File: config.mk
export PLATFORM = sky130hd
export DESIGN_NAME = cc_timer_top
export DESIGN_NICKNAME = d
export VERILOG_FILES = /design/src/rtl/cc_pkg.sv /design/src/rtl/cc_counter.sv /design/src/rtl/cc_edge_det.sv /design/src/rtl/cc_channel.sv /design/src/rtl/cc_timer_top.sv
export SDC_FILE = /design/constraint.sdc
export NUM_CORES = 1
export LEC_CHECK = 0
export BUFFER_PORTS_ARGS = -buffer_cell sky130_fd_sc_hd__buf_2
export CAP_MARGIN = 20
export CORE_UTILIZATION = 53
export CTS_CLUSTER_DIAMETER = 80
export DETAILED_ROUTE_END_ITERATION = 10
export PLACE_DENSITY = 0.79
export SLEW_MARGIN = 20
export SYNTH_ARGS = -nofsm -noshare
export SYNTH_HDL_FRONTEND = slang
export SYNTH_SLANG_ARGS = --single-unit
File: constraint.sdc
create_clock -name clk_i -period 2.5 [get_ports clk_i]
set_clock_uncertainty 0.15 [all_clocks]
set_input_delay 0.25 -clock clk_i [delete_from_list [all_inputs] [get_ports clk_i]]
set_output_delay 0.25 -clock clk_i [all_outputs]
set_load 0.01 [all_outputs]
File: src/rtl/cc_pkg.sv
package cc_pkg;
  typedef enum logic [1:0] {
    EDGE_OFF  = 2'b00,
    EDGE_RISE = 2'b01,
    EDGE_FALL = 2'b10,
    EDGE_BOTH = 2'b11
  } edge_sel_e;
endpackage

File: src/rtl/cc_counter.sv
module cc_counter #(
  parameter int CW = 16
) (
  input  logic          clk_i,
  input  logic          rst_ni,
  input  logic          en_i,
  output logic [CW-1:0] cnt_o,
  output logic          wrap_o
);
  logic [CW-1:0] cnt_q;

  always_ff @(posedge clk_i or negedge rst_ni) begin
    if (!rst_ni)   cnt_q <= '0;
    else if (en_i) cnt_q <= cnt_q + 1'b1;
  end

  assign cnt_o  = cnt_q;
  assign wrap_o = en_i && (cnt_q == {CW{1'b1}});


  cnt_hold_chk: assert property (@(posedge clk_i) disable iff (!rst_ni)
    !en_i |=> $stable(cnt_q));

  cnt_step_chk: assert property (@(posedge clk_i) disable iff (!rst_ni)
    en_i |=> (cnt_q == $past(cnt_q) + 1'b1));
endmodule

File: src/rtl/cc_edge_det.sv
module cc_edge_det
  import cc_pkg::*;
(
  input  logic       clk_i,
  input  logic       rst_ni,
  input  logic       pin_i,
  input  logic [1:0] esel_i,
  output logic       evt_o
);
  logic s1_q, s2_q, s3_q;

  always_ff @(posedge clk_i or negedge rst_ni) begin
    if (!rst_ni) begin
      s1_q <= 1'b0;
      s2_q <= 1'b0;
      s3_q <= 1'b0;
    end else begin
      s1_q <= pin_i;
      s2_q <= s1_q;
      s3_q <= s2_q;
    end
  end

  always_comb begin
    unique case (edge_sel_e'(esel_i))
      EDGE_RISE: evt_o = s2_q & ~s3_q;
      EDGE_FALL: evt_o = ~s2_q & s3_q;
      EDGE_BOTH: evt_o = s2_q ^ s3_q;
      default:   evt_o = 1'b0;
    endcase
  end


  edge_off_chk: assert property (@(posedge clk_i) disable iff (!rst_ni)
    (esel_i == 2'b00) |-> !evt_o);
endmodule

File: src/rtl/cc_channel.sv
module cc_channel #(
  parameter int CW = 16
) (
  input  logic          clk_i,
  input  logic          rst_ni,
  input  logic          en_i,
  input  logic          dir_i,
  input  logic          evt_i,
  input  logic [CW-1:0] cnt_i,
  input  logic          we_i,
  input  logic [CW-1:0] wdata_i,
  input  logic          clr_i,
  output logic [CW-1:0] val_o,
  output logic          flag_o,
  output logic          match_o
);
  logic [CW-1:0] val_q;
  logic          flag_q;
  logic          cap;

  assign cap     = !dir_i && evt_i;
  assign match_o = dir_i && en_i && (cnt_i == val_q);

  always_ff @(posedge clk_i or negedge rst_ni) begin
    if (!rst_ni)             val_q <= '0;
    else if (cap)            val_q <= cnt_i;
    else if (dir_i && we_i)  val_q <= wdata_i;
  end

  // set has priority over a same-cycle clear
  always_ff @(posedge clk_i or negedge rst_ni) begin
    if (!rst_ni)                 flag_q <= 1'b0;
    else if (cap || match_o)     flag_q <= 1'b1;
    else if (clr_i)              flag_q <= 1'b0;
  end

  assign val_o  = val_q;
  assign flag_o = flag_q;


  capture_load_chk: assert property (@(posedge clk_i) disable iff (!rst_ni)
    cap |=> (val_q == $past(cnt_i)) && flag_q);

  cap_write_ignored_chk: assert property (@(posedge clk_i) disable iff (!rst_ni)
    (!dir_i && !evt_i) |=> $stable(val_q));

  match_flag_chk: assert property (@(posedge clk_i) disable iff (!rst_ni)
    match_o |=> flag_q);

  flag_sticky_chk: assert property (@(posedge clk_i) disable iff (!rst_ni)
    (flag_q && !clr_i) |=> flag_q);
endmodule

File: src/rtl/cc_timer_top.sv
module cc_timer_top #(
  parameter int NUM_CH = 4,
  parameter int CW     = 16,
  parameter int ADDR_W = 3
) (
  input  logic              clk_i,
  input  logic              rst_ni,
  input  logic              en_i,
  input  logic [ADDR_W-1:0] addr_i,
  input  logic              we_i,
  input  logic [CW-1:0]     wdata_i,
  output logic [CW-1:0]     rdata_o,
  input  logic [NUM_CH-1:0] pin_i,
  output logic [NUM_CH-1:0] flag_o,
  output logic              ovf_o,
  output logic [NUM_CH-1:0] match_o
);
  localparam int CTRL_W = 3 * NUM_CH;
  localparam int CTRL_A = NUM_CH;
  localparam int FLAG_A = NUM_CH + 1;
  localparam int CNT_A  = NUM_CH + 2;

  logic [CW-1:0]     cnt;
  logic              wrap;
  logic [CTRL_W-1:0] ctrl_q;
  logic              ovf_q;
  logic [CW-1:0]     ch_val [NUM_CH];
  logic [NUM_CH-1:0] ch_flag;
  logic              ctrl_we, flag_we;

  assign ctrl_we = we_i && (addr_i == ADDR_W'(CTRL_A));
  assign flag_we = we_i && (addr_i == ADDR_W'(FLAG_A));

  cc_counter #(.CW(CW)) u_cnt (
    .clk_i(clk_i), .rst_ni(rst_ni), .en_i(en_i), .cnt_o(cnt), .wrap_o(wrap)
  );

  always_ff @(posedge clk_i or negedge rst_ni) begin
    if (!rst_ni)      ctrl_q <= '0;
    else if (ctrl_we) ctrl_q <= wdata_i[CTRL_W-1:0];
  end

  always_ff @(posedge clk_i or negedge rst_ni) begin
    if (!rst_ni)                       ovf_q <= 1'b0;
    else if (wrap)                     ovf_q <= 1'b1;
    else if (flag_we && wdata_i[NUM_CH]) ovf_q <= 1'b0;
  end

  for (genvar n = 0; n < NUM_CH; n++) begin : g_ch
    logic evt;

    cc_edge_det u_edge (
      .clk_i (clk_i),
      .rst_ni(rst_ni),
      .pin_i (pin_i[n]),
      .esel_i(ctrl_q[NUM_CH+2*n +: 2]),
      .evt_o (evt)
    );

    cc_channel #(.CW(CW)) u_ch (
      .clk_i  (clk_i),
      .rst_ni (rst_ni),
      .en_i   (en_i),
      .dir_i  (ctrl_q[n]),
      .evt_i  (evt),
      .cnt_i  (cnt),
      .we_i   (we_i && (addr_i == ADDR_W'(n))),
      .wdata_i(wdata_i),
      .clr_i  (flag_we && wdata_i[n]),
      .val_o  (ch_val[n]),
      .flag_o (ch_flag[n]),
      .match_o(match_o[n])
    );
  end

  always_comb begin
    rdata_o = '0;
    for (int i = 0; i < NUM_CH; i++)
      if (addr_i == ADDR_W'(i)) rdata_o = ch_val[i];
    if (addr_i == ADDR_W'(CTRL_A)) rdata_o = CW'(ctrl_q);
    if (addr_i == ADDR_W'(FLAG_A)) rdata_o = CW'({ovf_q, ch_flag});
    if (addr_i == ADDR_W'(CNT_A))  rdata_o = cnt;
  end

  assign flag_o = ch_flag;
  assign ovf_o  = ovf_q;


  wrap_ovf_chk: assert property (@(posedge clk_i) disable iff (!rst_ni)
    wrap |=> ovf_q);

  ovf_sticky_chk: assert property (@(posedge clk_i) disable iff (!rst_ni)
    (ovf_q && !(flag_we && wdata_i[NUM_CH])) |=> ovf_q);

  ctrl_hold_chk: assert property (@(posedge clk_i) disable iff (!rst_ni)
    !ctrl_we |=> $stable(ctrl_q));
endmodule

After elaboration in Yosys (flattened, before gate mapping)
Index checks and enable logic that the tools add are counted.
- mux-type cells: 29
- add/sub/neg operators: 1
- eq/ne operators: 23
- reductions and logical operators: 46
- bitwise operators: 20
- operators with widths (cell ; number):
    2-to-1 mux 16 bit ; 15
    equality test 16 bit ; 4
    logical AND 1 bit ; 28
    nonzero test 2 bit ; 9
    adder 16 x 1 -> 16 bit (second input constant) ; 1
    equality test 16 bit (second input constant) ; 1
    equality test 2 bit (second input constant) ; 8
    case mux 1 bit (3 select lines) ; 4
    2-to-1 mux 1 bit ; 10
    equality test 3 bit (second input constant) ; 3
    bitwise AND 1 bit ; 8
    equality test 2 x 1 -> 1 bit (second input constant) ; 4
    inverter 1 bit ; 8
    equality test 3 x 2 -> 1 bit (second input constant) ; 2
    logical NOT 1 bit ; 4
    logical OR 1 bit ; 4
    XOR 1 bit ; 4
    equality test 3 x 1 -> 1 bit (second input constant) ; 1
    logical NOT 3 bit ; 1
- logic and storage cells: 142
- input port bits: 27
- flip-flop bits (word level): 109
- output and inout bits: 25

Depth between registers and ports, before layout
Gate-level depths: netlist of run 1.
- word-level depth: 8
- mapped depth: 8
- mapped depth without buffers: 6

By module
Synthesis of run 1 repeated with hierarchy kept, for this count alone.
- cells, all modules: 664
- area, all modules: 6683.9 um^2
- by module, submodules not included (module ; instances ; area each (um^2) ; sequential area each (um^2) ; cells each):
    cc_channel ; 4 ; 960.9 ; 425.4 ; 97
    cc_timer_top ; 1 ; 1552.7 ; 325.3 ; 164
    cc_counter ; 1 ; 752.0 ; 400.4 ; 64
    cc_edge_det ; 4 ; 133.9 ; 75.1 ; 12

Worst setup path before layout of run 1
No wires, ideal clock.
- path kind: register to output
- start point: register u_cnt.cnt_q[1], in the netlist u_cnt.cnt_o[1]
- end point: output match_o[1]
- stages on the path, launching flop included: 7
- setup slack: 581 ps
- buffers on the path: 2
- arrival time: 1519 ps
- path through: dfrtp_1 -> buf_4 -> xnor2_1 -> nand4_1 -> or4_1 -> nor2_1 -> buf_4
- word-level cells in the longest chain between the ends: 2
- RTL lines (what ; RTL line ; text):
    from (decl) ; cc_counter.sv:10 ; logic [CW-1:0] cnt_q;
    from (signal assigned) ; cc_counter.sv:14 ; else if (en_i) cnt_q <= cnt_q + 1'b1;
    equality test 16 bit ; cc_channel.sv:22 ; assign match_o = dir_i && en_i && (cnt_i == val_q);
    logical AND 1 bit ; cc_channel.sv:22 ;
    to (decl) ; cc_timer_top.sv:16 ; output logic [NUM_CH-1:0] match_o
Every way passes these cells.

Worst setup path after layout of run 1
- start point: register u_cnt.cnt_q[8], in the netlist u_cnt.cnt_o[8]
- end point: output match_o[3]
The elaborated chain is that of the path after synthesis.

==> summary.txt, run 1 <==
Placed design
  • Dpl ws: 0.320 ns
  • DP Area: 0.00767 mm²
  • Final HPWL DP: 17.6 mm
  • Global placer's final weighted congestion: 1.00
  • Port bufs: 51

Routing
  • Vias: 6688
  • DR vias/cell: 6.76
  • DR DRC count: 0
  • DR pass1 iterations: 7
  • Routed len/inst: 25.0 µm
  • Routed Antenna Nets: 0
  • Iteration-0 DRC Markers: 803
  • Total Wirelength: 24.7 mm

Synthesis
  • Syn nets: 797
  • Post-synthesis sequential area ratio: 0.378
  • Syn. warnings: 0
  • Distinct cell type count after synthesis: 46
  • Syn Area/Cell: 9.49 µm²
  • Cell area after synthesis: 0.00722 mm²
  • Primary FF master, synth: dfrtp_1
  • Post-synth EDFFs: 0
  • Cells after synthesis: 761
  • Share of synthesized registers carrying an async set or reset: 1.00
  • Synthesis-stage register bit count: 109

STA
  • Unrepaired setup endpoints after global routing: yes
  • Least-Margin Pin Slew: 0.584 ns
  • Final worst slack: 0.00740 ns
  • Final Hold Vio Count: 0
  • Min Tclk post-route: 2.49 ns
  • TNS Setup: 0 ns
  • Tcrit/Tclk final: 0.997
  • Setup Viol. Count Final: 0
  • Final Max Slew Viols: 0
  • Fmax: 401 MHz
  • Slew margin rel.: 0.611

Job
  • Max-Cap Viols: 0

GRT
  • Tot GR Track Use: 0.359
  • Largest net degree at the start of global routing: 43
  • Antenna violations before repair: 0
  • First-pass GRT wire length: 37.9 mm
  • Number of global-route vias before repair: 6517
  • Gr ovfl total: 0

Pwr
  • Peak VDD IR: 0.416 mV
  • Power Density: 1000 mW/mm²
  • Leakage: 3.49 nW

Layout
  • Synth-to-layout area growth: 12.4%
  • Post-layout util: 0.613
  • ANT cells: 0
  • Fin nets: 844
  • Share of cells above drive strength 1: 0.234
  • Fillers: 1136
  • Fin area: 0.00811 mm²

Floorplan
  • Die Y: 119 µm
  • Die Area: 0.0141 mm²
  • Placeable Area: 0.0132 mm²
  • Die width: 119 µm
  • Row cnt: 42
  • I/O pin total: 52
  • Initial core utilization: 0.545

Clock tree
  • CTS Buffer Depth: 2
  • CTS root buf: clkbuf_16
  • Cts bufs inserted: 9
  • Max H-tree Level: 3
  • Clock sink count: 109
  • Clock Latency Late Sink: 0.36 ns
  • Clock transition at path regs: 0.07 ns
  • CTS tree: built

Critical path
  • Crit path capture type: output port
  • Critical Path Slowest Stage Cell: or4_1
  • Worst setup path class: reg -> out
  • Worst EP arrival: 2.09 ns
  • CP max stage delay: 0.60 ns
  • CP required: 2.10 ns
  • Setup crit start kind: register
  • Worst Path Max Fanout: 6
  • Crit path cell chain: xnor2_2, nand4_1, or4_1, nor2_1, buf_2
  • R2R setup slack: 0.43 ns

Run status
  • Status: finished clean

Hold path
  • Worst Hold Class: in -> reg
-- registers in the layout (all words and copies together) (netlist names) --
register and cells:
ovf_o 1, u_cnt.cnt_o 16, g_ch.u_ch.flag_o 4, ctrl_q 12, g_ch.u_edge.s2_q 4, g_ch.u_edge.s3_q 4, g_ch.u_edge.s1_q 4, g_ch.u_ch.val_o 64
-- cell type report --
type,instances,area (µm²),area share
inverters,74,278,0.0342
well taps,176,220,0.0271
flip-flops and latches,109,2740,0.338
repair buffers,112,751,0.0925
clock buffers,13,260,0.0321
multi-input cells,502,3840,0.474
clock inverters,3,20.0,0.00247
-- layer usage --
metal / vias to the layer above / track usage / part of all wire
met3: 111 / 0.0753 / 0.11
met5: - / 0 / 0
met2: 520 / 0.542 / 0.44
li1: 2829 / - / -
met4: 0 / 0.200 / 0.063
met1: 3228 / 0.478 / 0.39
-- cell usage after synthesis (16+ instances only) --
cell type,count,share of area
a211oi_1,64,0.067
a311oi_1,45,0.055
a311oi_2,19,0.040
buf_2,26,0.018
buf_4,18,0.019
clkbuf_1,21,0.011
dfrtp_1,109,0.38
inv_1,74,0.038
mux2i_1,23,0.032
nand2_1,30,0.016
nand4_1,16,0.014
nor2_1,83,0.043
xnor2_1,73,0.089
-- layout by cell type (no fill, tap or decap), types with 8 or more instances in the layout --
cell / count
mux2_2: 13
nand2_1: 30
nor2_1: 83
a311oi_2: 19
a21oi_1: 13
a221oi_1: 8
nand4_1: 16
dfrtp_2: 11
a311oi_1: 45
xnor2_2: 10
xnor2_1: 63
clkbuf_16: 9
a211oi_1: 64
mux2i_1: 23
ha_1: 9
dfrtp_1: 98
o2bb2ai_1: 8
buf_4: 54
nand3b_1: 10
inv_1: 74
nand3_1: 13
buf_2: 50
nor2b_1: 10
-- stage by stage --
| stage | total power, W | std cells | hold WS [ns] |
|---|---|---|---|
| 5_1_grt | 0.00849 | 989 | 0.0634 |
| 6_report | 0.00813 | 989 | 0.0506 |
| 4_1_cts | 0.00797 | 987 | 0.0475 |
| 3_5_place_dp | 0.00652 | 966 | 0.121 |
| 2_1_floorplan | 0.00538 | 761 | -0.196 |
| 3_3_place_gp | 0.00641 | 966 | 0.125 |
-- critical path: cells and delay by family (launching register included) --
kind,cells,cell delay [ns]
XOR/XNOR,1,0.27
flip-flops,1,0.50
buffers and inverters,1,0.14
AND/OR/NAND/NOR,3,0.83
-- logic make-up after synthesis --
group / after synthesis / synth area share
adder cells (fa/ha/maj): 9 / 0.0156
buffers and inverters: 150 / 0.101
multiplexers: 36 / 0.0522
AND/OR/NAND/NOR: 186 / 0.128
XOR/XNOR: 79 / 0.0959
flip-flops: 109 / 0.378
AO/OA/AOI/OAI: 192 / 0.229
-- path summary, 6_finish.rpt --
check,from,to,cells after the start
setup / recovery,u_cnt.cnt_o[8],match_o[3],5
hold / removal,wdata_i[15],g_ch[0].u_ch.val_o[15],3
setup reg to reg,g_ch[3].u_edge.s3_q,g_ch[3].u_ch.val_o[15],7
hold reg to reg,g_ch[0].u_edge.s1_q,g_ch[0].u_edge.s2_q,0
max in group asynchronous,rst_ni,u_cnt.cnt_o[14],3
min in group asynchronous,rst_ni,g_ch[3].u_ch.val_o[3],2
-- timing repair --
item | 4_1_cts | 5_1_grt
hold buffers | 5 | 0
hold endpoints to repair | 42 | 0
setup buffers | 0 | 2
gates resized for setup | 9 | 14
pin swaps | 0 | 1
setup endpoints to repair | 4 | 4
-- where the power goes --
part           internal, W  leakage [nW]  switching, W
Clock             0.000731         0.132      0.000663
Combinational      0.00159          2.09       0.00186
Sequential         0.00242          1.26      0.000865
Total              0.00474          3.49       0.00338
No activity file was read; power rests on OpenSTA's default activity.
==> run 2: changes to the inputs <==
Settings changed: ABC_CLOCK_PERIOD_IN_PS set to 2500, CELL_PAD_IN_SITES_DETAIL_PLACEMENT set to 2, CELL_PAD_IN_SITES_GLOBAL_PLACEMENT set to 2, CORE_UTILIZATION 53 to 39, PLACE_DENSITY 0.79 to 0.88, SYNTH_HIERARCHICAL set to 1.
==> summary.txt, run 2 <==
Run status
  • Status: complete, but fails checks (was finished clean)
  • Failing checks: setup timing

Hold path
  • Hold path endpoint: ctrl_q[6] (was g_ch[0].u_ch.val_o[15])
  • WHS Path Cells: 2 (was 3)
  • HP Start: wdata_i[6] (was wdata_i[15])
  • Worst Hold Class: in -> reg (unchanged)

Placed design
  • Final HPWL DP: 19.3 mm (was 17.6 mm)
  • DP Area: 0.00730 mm² (was 0.00767 mm²)
  • Placed cell count: 940 (was 966)
  • Global placer's final weighted congestion: 0.938 (was 1.00)
  • Port bufs: 51 (unchanged)

Synthesis
  • Syn. warnings: 6 (was 0)
  • Post-synth EDFFs: 0 (unchanged)
  • Syn Area/Cell: 10.1 µm² (was 9.49 µm²)
  • Post-Synth Simple-Gate Area: 0.145 (was 0.128)
  • Synth Area in XOR/XNOR: 0.104 (was 0.0959)
  • Count leader, synth: dfrtp_1 (unchanged)
  • Synth top cells by count: dfrtp_1 (109), mux2i_1 (87), nand2_1 (85), xnor2_1 (68), o21ai_1 (41) (was dfrtp_1 (109), nor2_1 (83), inv_1 (74), xnor2_1 (73), a211oi_1 (64))
  • Compound-Gate Fraction of Synth Area: 0.111 (was 0.229)
  • Ranking of synthesized cells by area: dfrtp_1 (41%), mux2i_1 (13%), xnor2_1 (8.9%) (was dfrtp_1 (38%), xnor2_1 (8.9%), a211oi_1 (6.7%))
  • Multiplexer share of the synthesized area: 0.174 (was 0.0522)
  • Syn nets: 700 (was 797)
  • Post-synthesis sequential area ratio: 0.408 (was 0.378)
  • Primary FF master, synth: dfrtp_1 (unchanged)
  • Share of synthesized registers carrying an async set or reset: 1.00 (unchanged)
  • Synthesis-stage register bit count: 109 (unchanged)
  • Synth area leader: dfrtp_1 (unchanged)
  • Cells after synthesis: 664 (was 761)
  • Yosys top cell area share: 0.408 (was 0.378)
  • Adder-Cell Fraction of Synth Area: 0.0168 (was 0.0156)
  • Main combinational cell family by area after synthesis: multiplexers (was compound AO/OA/AOI/OAI gates)
  • Cell area after synthesis: 0.00668 mm² (was 0.00722 mm²)
  • Distinct cell type count after synthesis: 50 (was 46)

Routing
  • DR DRC count: 0 (unchanged)
  • Iteration-0 DRC Markers: 524 (was 803)
  • DR vias/cell: 6.36 (was 6.76)
  • Vias: 6236 (was 6688)
  • Total Wirelength: 32.0 mm (was 24.7 mm)
  • Routed len/inst: 32.7 µm (was 25.0 µm)
  • DR pass1 iterations: 5 (was 7)
  • Routed Antenna Nets: 0 (unchanged)

Layout
  • Fin nets: 791 (was 844)
  • Fin area: 0.00800 mm² (was 0.00811 mm²)
  • Synth-to-layout area growth: 19.7% (was 12.4%)
  • Reg area: 0.00274 mm² (about the same)
  • Share of cells above drive strength 1: 0.270 (was 0.234)
  • Final Non-Filler Cells: 980 (was 989)
  • Commonest non-fill, non-tap cell in the layout: dfrtp_1 (unchanged)
  • ANT cells: 0 (unchanged)
  • Largest register FFs: 64 (unchanged)
  • Commonest non-fill, non-tap cells in the layout: dfrtp_1 (97), mux2i_1 (87), nand2_1 (85), buf_4 (54), xnor2_1 (49) (was dfrtp_1 (98), nor2_1 (83), inv_1 (74), a211oi_1 (64), xnor2_1 (63))
  • Multi-input logic area: 0.00385 mm² (was 0.00384 mm²)
  • Fillers: 1678 (was 1136)

Clock tree
  • CTS root buf: clkbuf_16 (unchanged)
  • Cts bufs inserted: 9 (unchanged)
  • Clock transition at path regs: 0.10 ns (was 0.07 ns)
  • Clock Latency Late Sink: 0.39 ns (was 0.36 ns)
  • Max H-tree Level: 3 (unchanged)
  • CTS Buffer Depth: 2 (unchanged)
  • Clock sink count: 109 (unchanged)
  • CTS tree: built (unchanged)

STA
  • Min Tclk post-route: 2.63 ns (was 2.49 ns)
  • Least-Margin Pin Slew: 0.823 ns (was 0.584 ns)
  • TNS Setup: -0.350 ns (was 0 ns)
  • Slew margin rel.: 0.451 (was 0.611)
  • Tcrit/Tclk final: 1.05 (was 0.997)
  • Final Max Slew Viols: 0 (unchanged)
  • Final worst slack: -0.129 ns (was 0.00740 ns)
  • Fmax: 380 MHz (was 401 MHz)
  • Setup Viol. Count Final: 4 (was 0)
  • Unrepaired setup endpoints after global routing: yes (unchanged)
  • Final Hold Vio Count: 0 (unchanged)

Pwr
  • Peak VDD IR: 0.502 mV (was 0.416 mV)
  • Leakage: 3.75 nW (was 3.49 nW)
  • P_int: 0.00440 W (was 0.00474 W)
  • Power Density: 999 mW/mm² (was 1000 mW/mm²)
  • Flop pwr share: 0.389 (was 0.404)
  • Clock network fraction of design power: 0.196 (was 0.171)
  • Comb pwr share: 0.415 (was 0.424)
  • Sw frac: 0.449 (was 0.416)
  • P_sw: 0.00358 W (was 0.00338 W)

Floorplan
  • Placeable Area: 0.0166 mm² (was 0.0132 mm²)
  • Die Y: 133 µm (was 119 µm)
  • Initial core utilization: 0.402 (was 0.545)
  • Die width: 133 µm (was 119 µm)
  • I/O pin total: 52 (unchanged)
  • Row cnt: 47 (was 42)
  • Die Area: 0.0177 mm² (was 0.0141 mm²)

GRT
  • Number of global-route vias before repair: 7051 (was 6517)
  • First-pass GRT wire length: 47.3 mm (was 37.9 mm)
  • Antenna violations before repair: 0 (unchanged)
  • Largest net degree at the start of global routing: 56 (was 43)
  • Gr ovfl total: 0 (unchanged)
  • Tot GR Track Use: 0.369 (was 0.359)

Job
  • Max-Cap Viols: 0 (unchanged)

Critical path
  • Crit path cell chain: xnor2_1, nand4_1, or4_4, nor2_2, buf_2 (was xnor2_2, nand4_1, or4_1, nor2_1, buf_2)
  • Worst Path Max Fanout: 6 (unchanged)
  • Setup crit start kind: register (unchanged)
  • Worst setup path class: reg -> out (unchanged)
  • Reg2reg start: g_ch[1].u_edge/s2_q (was g_ch[3].u_edge.s3_q)
  • CP max stage delay: 0.58 ns (was 0.60 ns)
  • CP required: 2.10 ns (about the same)
  • Worst R2R Path Depth: 9 (was 7)
  • Critical R2R Capture: g_ch[1].u_ch/val_o[3] (was g_ch[3].u_ch.val_o[15])
  • Critical Path Slowest Stage Cell: or4_4 (was or4_1)
  • R2R setup slack: 0.05 ns (was 0.43 ns)
  • Worst EP arrival: 2.23 ns (was 2.09 ns)
  • Crit path capture type: output port (unchanged)
run 2: cell type report:
type / instances / share of cell area
flip-flops and latches: 109 / 0.343
well taps: 220 / 0.0344
repair buffers: 112 / 0.0962
inverters: 17 / 0.00798
clock inverters: 3 / 0.00329
clock buffers: 13 / 0.0338
multi-input cells: 506 / 0.481
run 2: logic make-up after synthesis:
kind of cell,Yosys count
flip-flops,109
XOR/XNOR,79
multiplexers,108
AO/OA/AOI/OAI,124
adder cells (fa/ha/maj),9
buffers and inverters,49
AND/OR/NAND/NOR,186
run 2: repair_timing:
action                                  4_1_cts  5_1_grt
gates resized for setup                      34        8
endpoints found under the hold margin        37        0
setup buffers                                13        6
hold buffers                                  5        0
endpoints found under the setup margin        4        4
pin swaps                                    13        5
run 2: how the worst max path moves through the flow:
stage	cells past startpoint	endpoint	start	slack (ns)
after global placement	5	match_o[2]	u_cnt/cnt_o[11]	0.28
after detailed placement	6	match_o[0]	u_cnt/cnt_o[5]	0.18
after CTS	5	match_o[0]	u_cnt/cnt_o[7]	-0.05
after global routing	5	match_o[0]	u_cnt/cnt_o[7]	-0.17
final	5	match_o[1]	u_cnt/cnt_o[0]	-0.13
after floorplan	4	match_o[0]	u_cnt/cnt_o[7]	0.54
run 2: worst max-delay path, delay by kind of cell, from the launching register on:
family / cells / cell delay (ns)
XOR/XNOR: 1 / 0.32
flip-flops: 1 / 0.49
AND/OR/NAND/NOR: 3 / 0.90
buffers and inverters: 1 / 0.13
run 2: stage by stage:
| step | util | hold slack (ns) | setup WS, ns | power [W] |
|---|---|---|---|---|
| floorplan | - | -0.196 | 0.538 | 0.00448 |
| global placement | 0.439 | 0.109 | 0.280 | 0.00540 |
| detailed placement | 0.439 | 0.113 | 0.183 | 0.00571 |
| CTS | 0.475 | 0.0248 | -0.0468 | 0.00760 |
| global route | 0.481 | 0.0299 | -0.172 | 0.00820 |
| finish | 0.481 | 0.0386 | -0.129 | 0.00799 |
run 2: power by group through the flow:
stage / clock network [W] / logic [W] / registers, W
after floorplan: 0 / 0.00165 / 0.00284
after global placement: 0 / 0.00244 / 0.00296
after detailed placement: 0 / 0.00267 / 0.00304
after CTS: 0.00154 / 0.00301 / 0.00304
after global routing: 0.00163 / 0.00341 / 0.00315
final: 0.00157 / 0.00332 / 0.00311
run 2: metal layers:
metal | share of wire | global-route usage | vias to the layer above
li1 | - | - | 2500
met1 | 0.37 | 0.425 | 3222
met2 | 0.49 | 0.616 | 361
met3 | 0.072 | 0.0900 | 153
met4 | 0.069 | 0.234 | 0
met5 | 0 | 0 | -
==> run 3: changes to the inputs <==
Settings changed: CELL_PAD_IN_SITES_DETAIL_PLACEMENT 2 to 0, CELL_PAD_IN_SITES_GLOBAL_PLACEMENT 2 to 1, CORE_UTILIZATION 39 to 48, PLACE_DENSITY 0.88 to 0.89, SKIP_CTS_REPAIR_TIMING set to 1.
==> summary.txt, run 3 (synthesis gave the netlist of run 2 again) <==
Clock tree
  • Clock transition at path regs: 0.08 ns (was 0.10 ns)
  • Max H-tree Level: 3 (unchanged)
  • Cts bufs inserted: 9 (unchanged)
  • Clock sink count: 109 (unchanged)
  • CTS Buffer Depth: 2 (unchanged)
  • Clock Latency Late Sink: 0.36 ns (was 0.39 ns)
  • CTS root buf: clkbuf_16 (unchanged)
  • CTS tree: built (unchanged)

Run status
  • Status: complete, but fails checks (unchanged)
  • Failing checks: setup timing (unchanged)

Routing
  • DR DRC count: 0 (unchanged)
  • M1 WL: 8.35 mm (was 11.9 mm)
  • DR pass1 iterations: 5 (unchanged)
  • Vias: 5501 (was 6236)
  • Iteration-0 DRC Markers: 580 (was 524)
  • DR vias/cell: 5.95 (was 6.36)
  • Total Wirelength: 19.8 mm (was 32.0 mm)
  • Routed Antenna Nets: 0 (unchanged)
  • Met3 wire len: 1.43 mm (was 2.30 mm)
  • Routed len/inst: 21.4 µm (was 32.7 µm)
  • DR WL met2: 9.44 mm (was 15.6 mm)
  • Highest routed layer: met4 (unchanged)

Placed design
  • Global placer's final weighted congestion: 0.903 (was 0.938)
  • Port bufs: 51 (unchanged)
  • Final HPWL DP: 13.5 mm (was 19.3 mm)
  • Dpl ws: 0.274 ns (was 0.183 ns)
  • Placed cell count: 890 (was 940)

Floorplan
  • I/O pin total: 52 (unchanged)
  • Placeable Area: 0.0134 mm² (was 0.0166 mm²)
  • Row cnt: 42 (was 47)
  • Die Area: 0.0144 mm² (was 0.0177 mm²)
  • Die width: 120 µm (was 133 µm)
  • Initial core utilization: 0.499 (was 0.402)
  • Die Y: 120 µm (was 133 µm)

GRT
  • Number of global-route vias before repair: 5430 (was 7051)
  • First-pass GRT wire length: 30.6 mm (was 47.3 mm)
  • Antenna violations before repair: 0 (unchanged)
  • Tot GR Track Use: 0.284 (was 0.369)
  • Gr ovfl total: 0 (unchanged)
  • Largest net degree at the start of global routing: 54 (was 56)

STA
  • Least-Margin Pin Slew: 0.660 ns (was 0.823 ns)
  • WHS: 0.0438 ns (was 0.0386 ns)
  • Final Max Slew Viols: 0 (unchanged)
  • Fmax: 400 MHz (was 380 MHz)
  • Unrepaired setup endpoints after global routing: yes (unchanged)
  • Slew margin rel.: 0.560 (was 0.451)
  • Setup Viol. Count Final: 1 (was 4)
  • Final Hold Vio Count: 0 (unchanged)
  • Min Tclk post-route: 2.50 ns (was 2.63 ns)
  • Tcrit/Tclk final: 1.00 (was 1.05)
  • Final worst slack: -0.00255 ns (was -0.129 ns)

Critical path
  • Worst Path Max Fanout: 6 (unchanged)
  • Worst R2R Path Depth: 4 (was 9)
  • CP max stage delay: 0.60 ns (was 0.58 ns)
  • Critical R2R Capture: ovf_o (was g_ch[1].u_ch/val_o[3])
  • Setup crit start kind: register (unchanged)
  • Reg2reg start: u_cnt/cnt_o[4] (was g_ch[1].u_edge/s2_q)
  • CP required: 2.10 ns (about the same)
  • R2R setup slack: 0.46 ns (was 0.05 ns)
  • Buf/Inv on CP: 1 (unchanged)
  • CP top delay family: simple AND/OR/NAND/NOR gates (unchanged)
  • Critical Path Slowest Stage Cell: or4_4 (unchanged)
  • Crit path cell chain: xnor2_1, nand4_1, or4_4, nor2_1, buf_2 (was xnor2_1, nand4_1, or4_4, nor2_2, buf_2)
  • CP startpoint: u_cnt/cnt_o[10] (was u_cnt/cnt_o[0])
  • Worst EP arrival: 2.10 ns (was 2.23 ns)
  • Crit path capture type: output port (unchanged)
  • Worst setup path class: reg -> out (unchanged)

Hold path
  • WHS Path Cells: 2 (unchanged)
  • Hold path endpoint: ctrl_q[7] (was ctrl_q[6])
  • HP Start: wdata_i[7] (was wdata_i[6])
  • Worst Hold Class: in -> reg (unchanged)

Pwr
  • Power Total: 0.00718 W (was 0.00799 W)
  • Peak VDD IR: 0.418 mV (was 0.502 mV)
  • Leakage: 3.67 nW (was 3.75 nW)
  • Power Density: 927 mW/mm² (was 999 mW/mm²)

Layout
  • Fin nets: 780 (was 791)
  • Synth-to-layout area growth: 15.9% (was 19.7%)
  • Share of cells above drive strength 1: 0.242 (was 0.270)
  • ANT cells: 0 (unchanged)
  • Largest register FFs: 64 (unchanged)
  • Fillers: 1152 (was 1678)
  • Commonest non-fill, non-tap cells in the layout: dfrtp_1 (97), mux2i_1 (87), nand2_1 (85), xnor2_1 (62), buf_2 (50) (was dfrtp_1 (97), mux2i_1 (87), nand2_1 (85), buf_4 (54), xnor2_1 (49))
  • Commonest non-fill, non-tap cell in the layout: dfrtp_1 (unchanged)
  • Final Non-Filler Cells: 925 (was 980)

Job
  • Max-Cap Viols: 0 (unchanged)
run 3: cell count changes in the layout (fill, tap and decap cells not counted), moves of 3 or more:
| cell | previous run | this run |
|---|---|---|
| nor2_4 | 4 | 1 |
| buf_6 | 3 | 0 |
| buf_4 | 54 | 43 |
| xnor2_2 | 18 | 6 |
| xnor2_1 | 49 | 62 |
run 3: cell type report:
class,count,area [µm²],share of cell area
Inverter,17,63.8,0.00824
Tap cell,176,220,0.0284
Sequential cell,109,2740,0.354
Clock inverter,6,86.3,0.0111
Clock buffer,10,239,0.0309
Multi-Input combinational cell,506,3720,0.481
Timing Repair Buffer,101,668,0.0863
run 3: report_power, final:
| part | switching [W] | internal, W |
|---|---|---|
| clock | 0.000681 | 0.000905 |
| combinational | 0.00137 | 0.00125 |
| sequential | 0.000709 | 0.00226 |
run 3: metrics by stage:
step | TNS (ns) | cell area [µm²] | utilization
after floorplan | 0 | 6680 | -
after global placement | 0 | 7200 | 0.537
after detailed placement | 0 | 7200 | 0.537
after CTS | -0.365 | 7520 | 0.561
after global routing | -0.0408 | 7740 | 0.578
final | -0.00255 | 7740 | 0.578
run 3: worst max path at each step:
stage | end | depth (start not counted)
6_report | match_o[1] | 5
5_1_grt | match_o[2] | 5
4_1_cts | match_o[2] | 5
3_5_place_dp | match_o[2] | 5
3_3_place_gp | match_o[2] | 5
2_1_floorplan | match_o[0] | 4
run 3: per-layer routing:
| metal | vias up | global-route usage |
|---|---|---|
| li1 | 2486 | - |
| met1 | 2735 | 0.368 |
| met2 | 239 | 0.461 |
| met3 | 41 | 0.0680 |
| met4 | 0 | 0.103 |
| met5 | - | 0 |
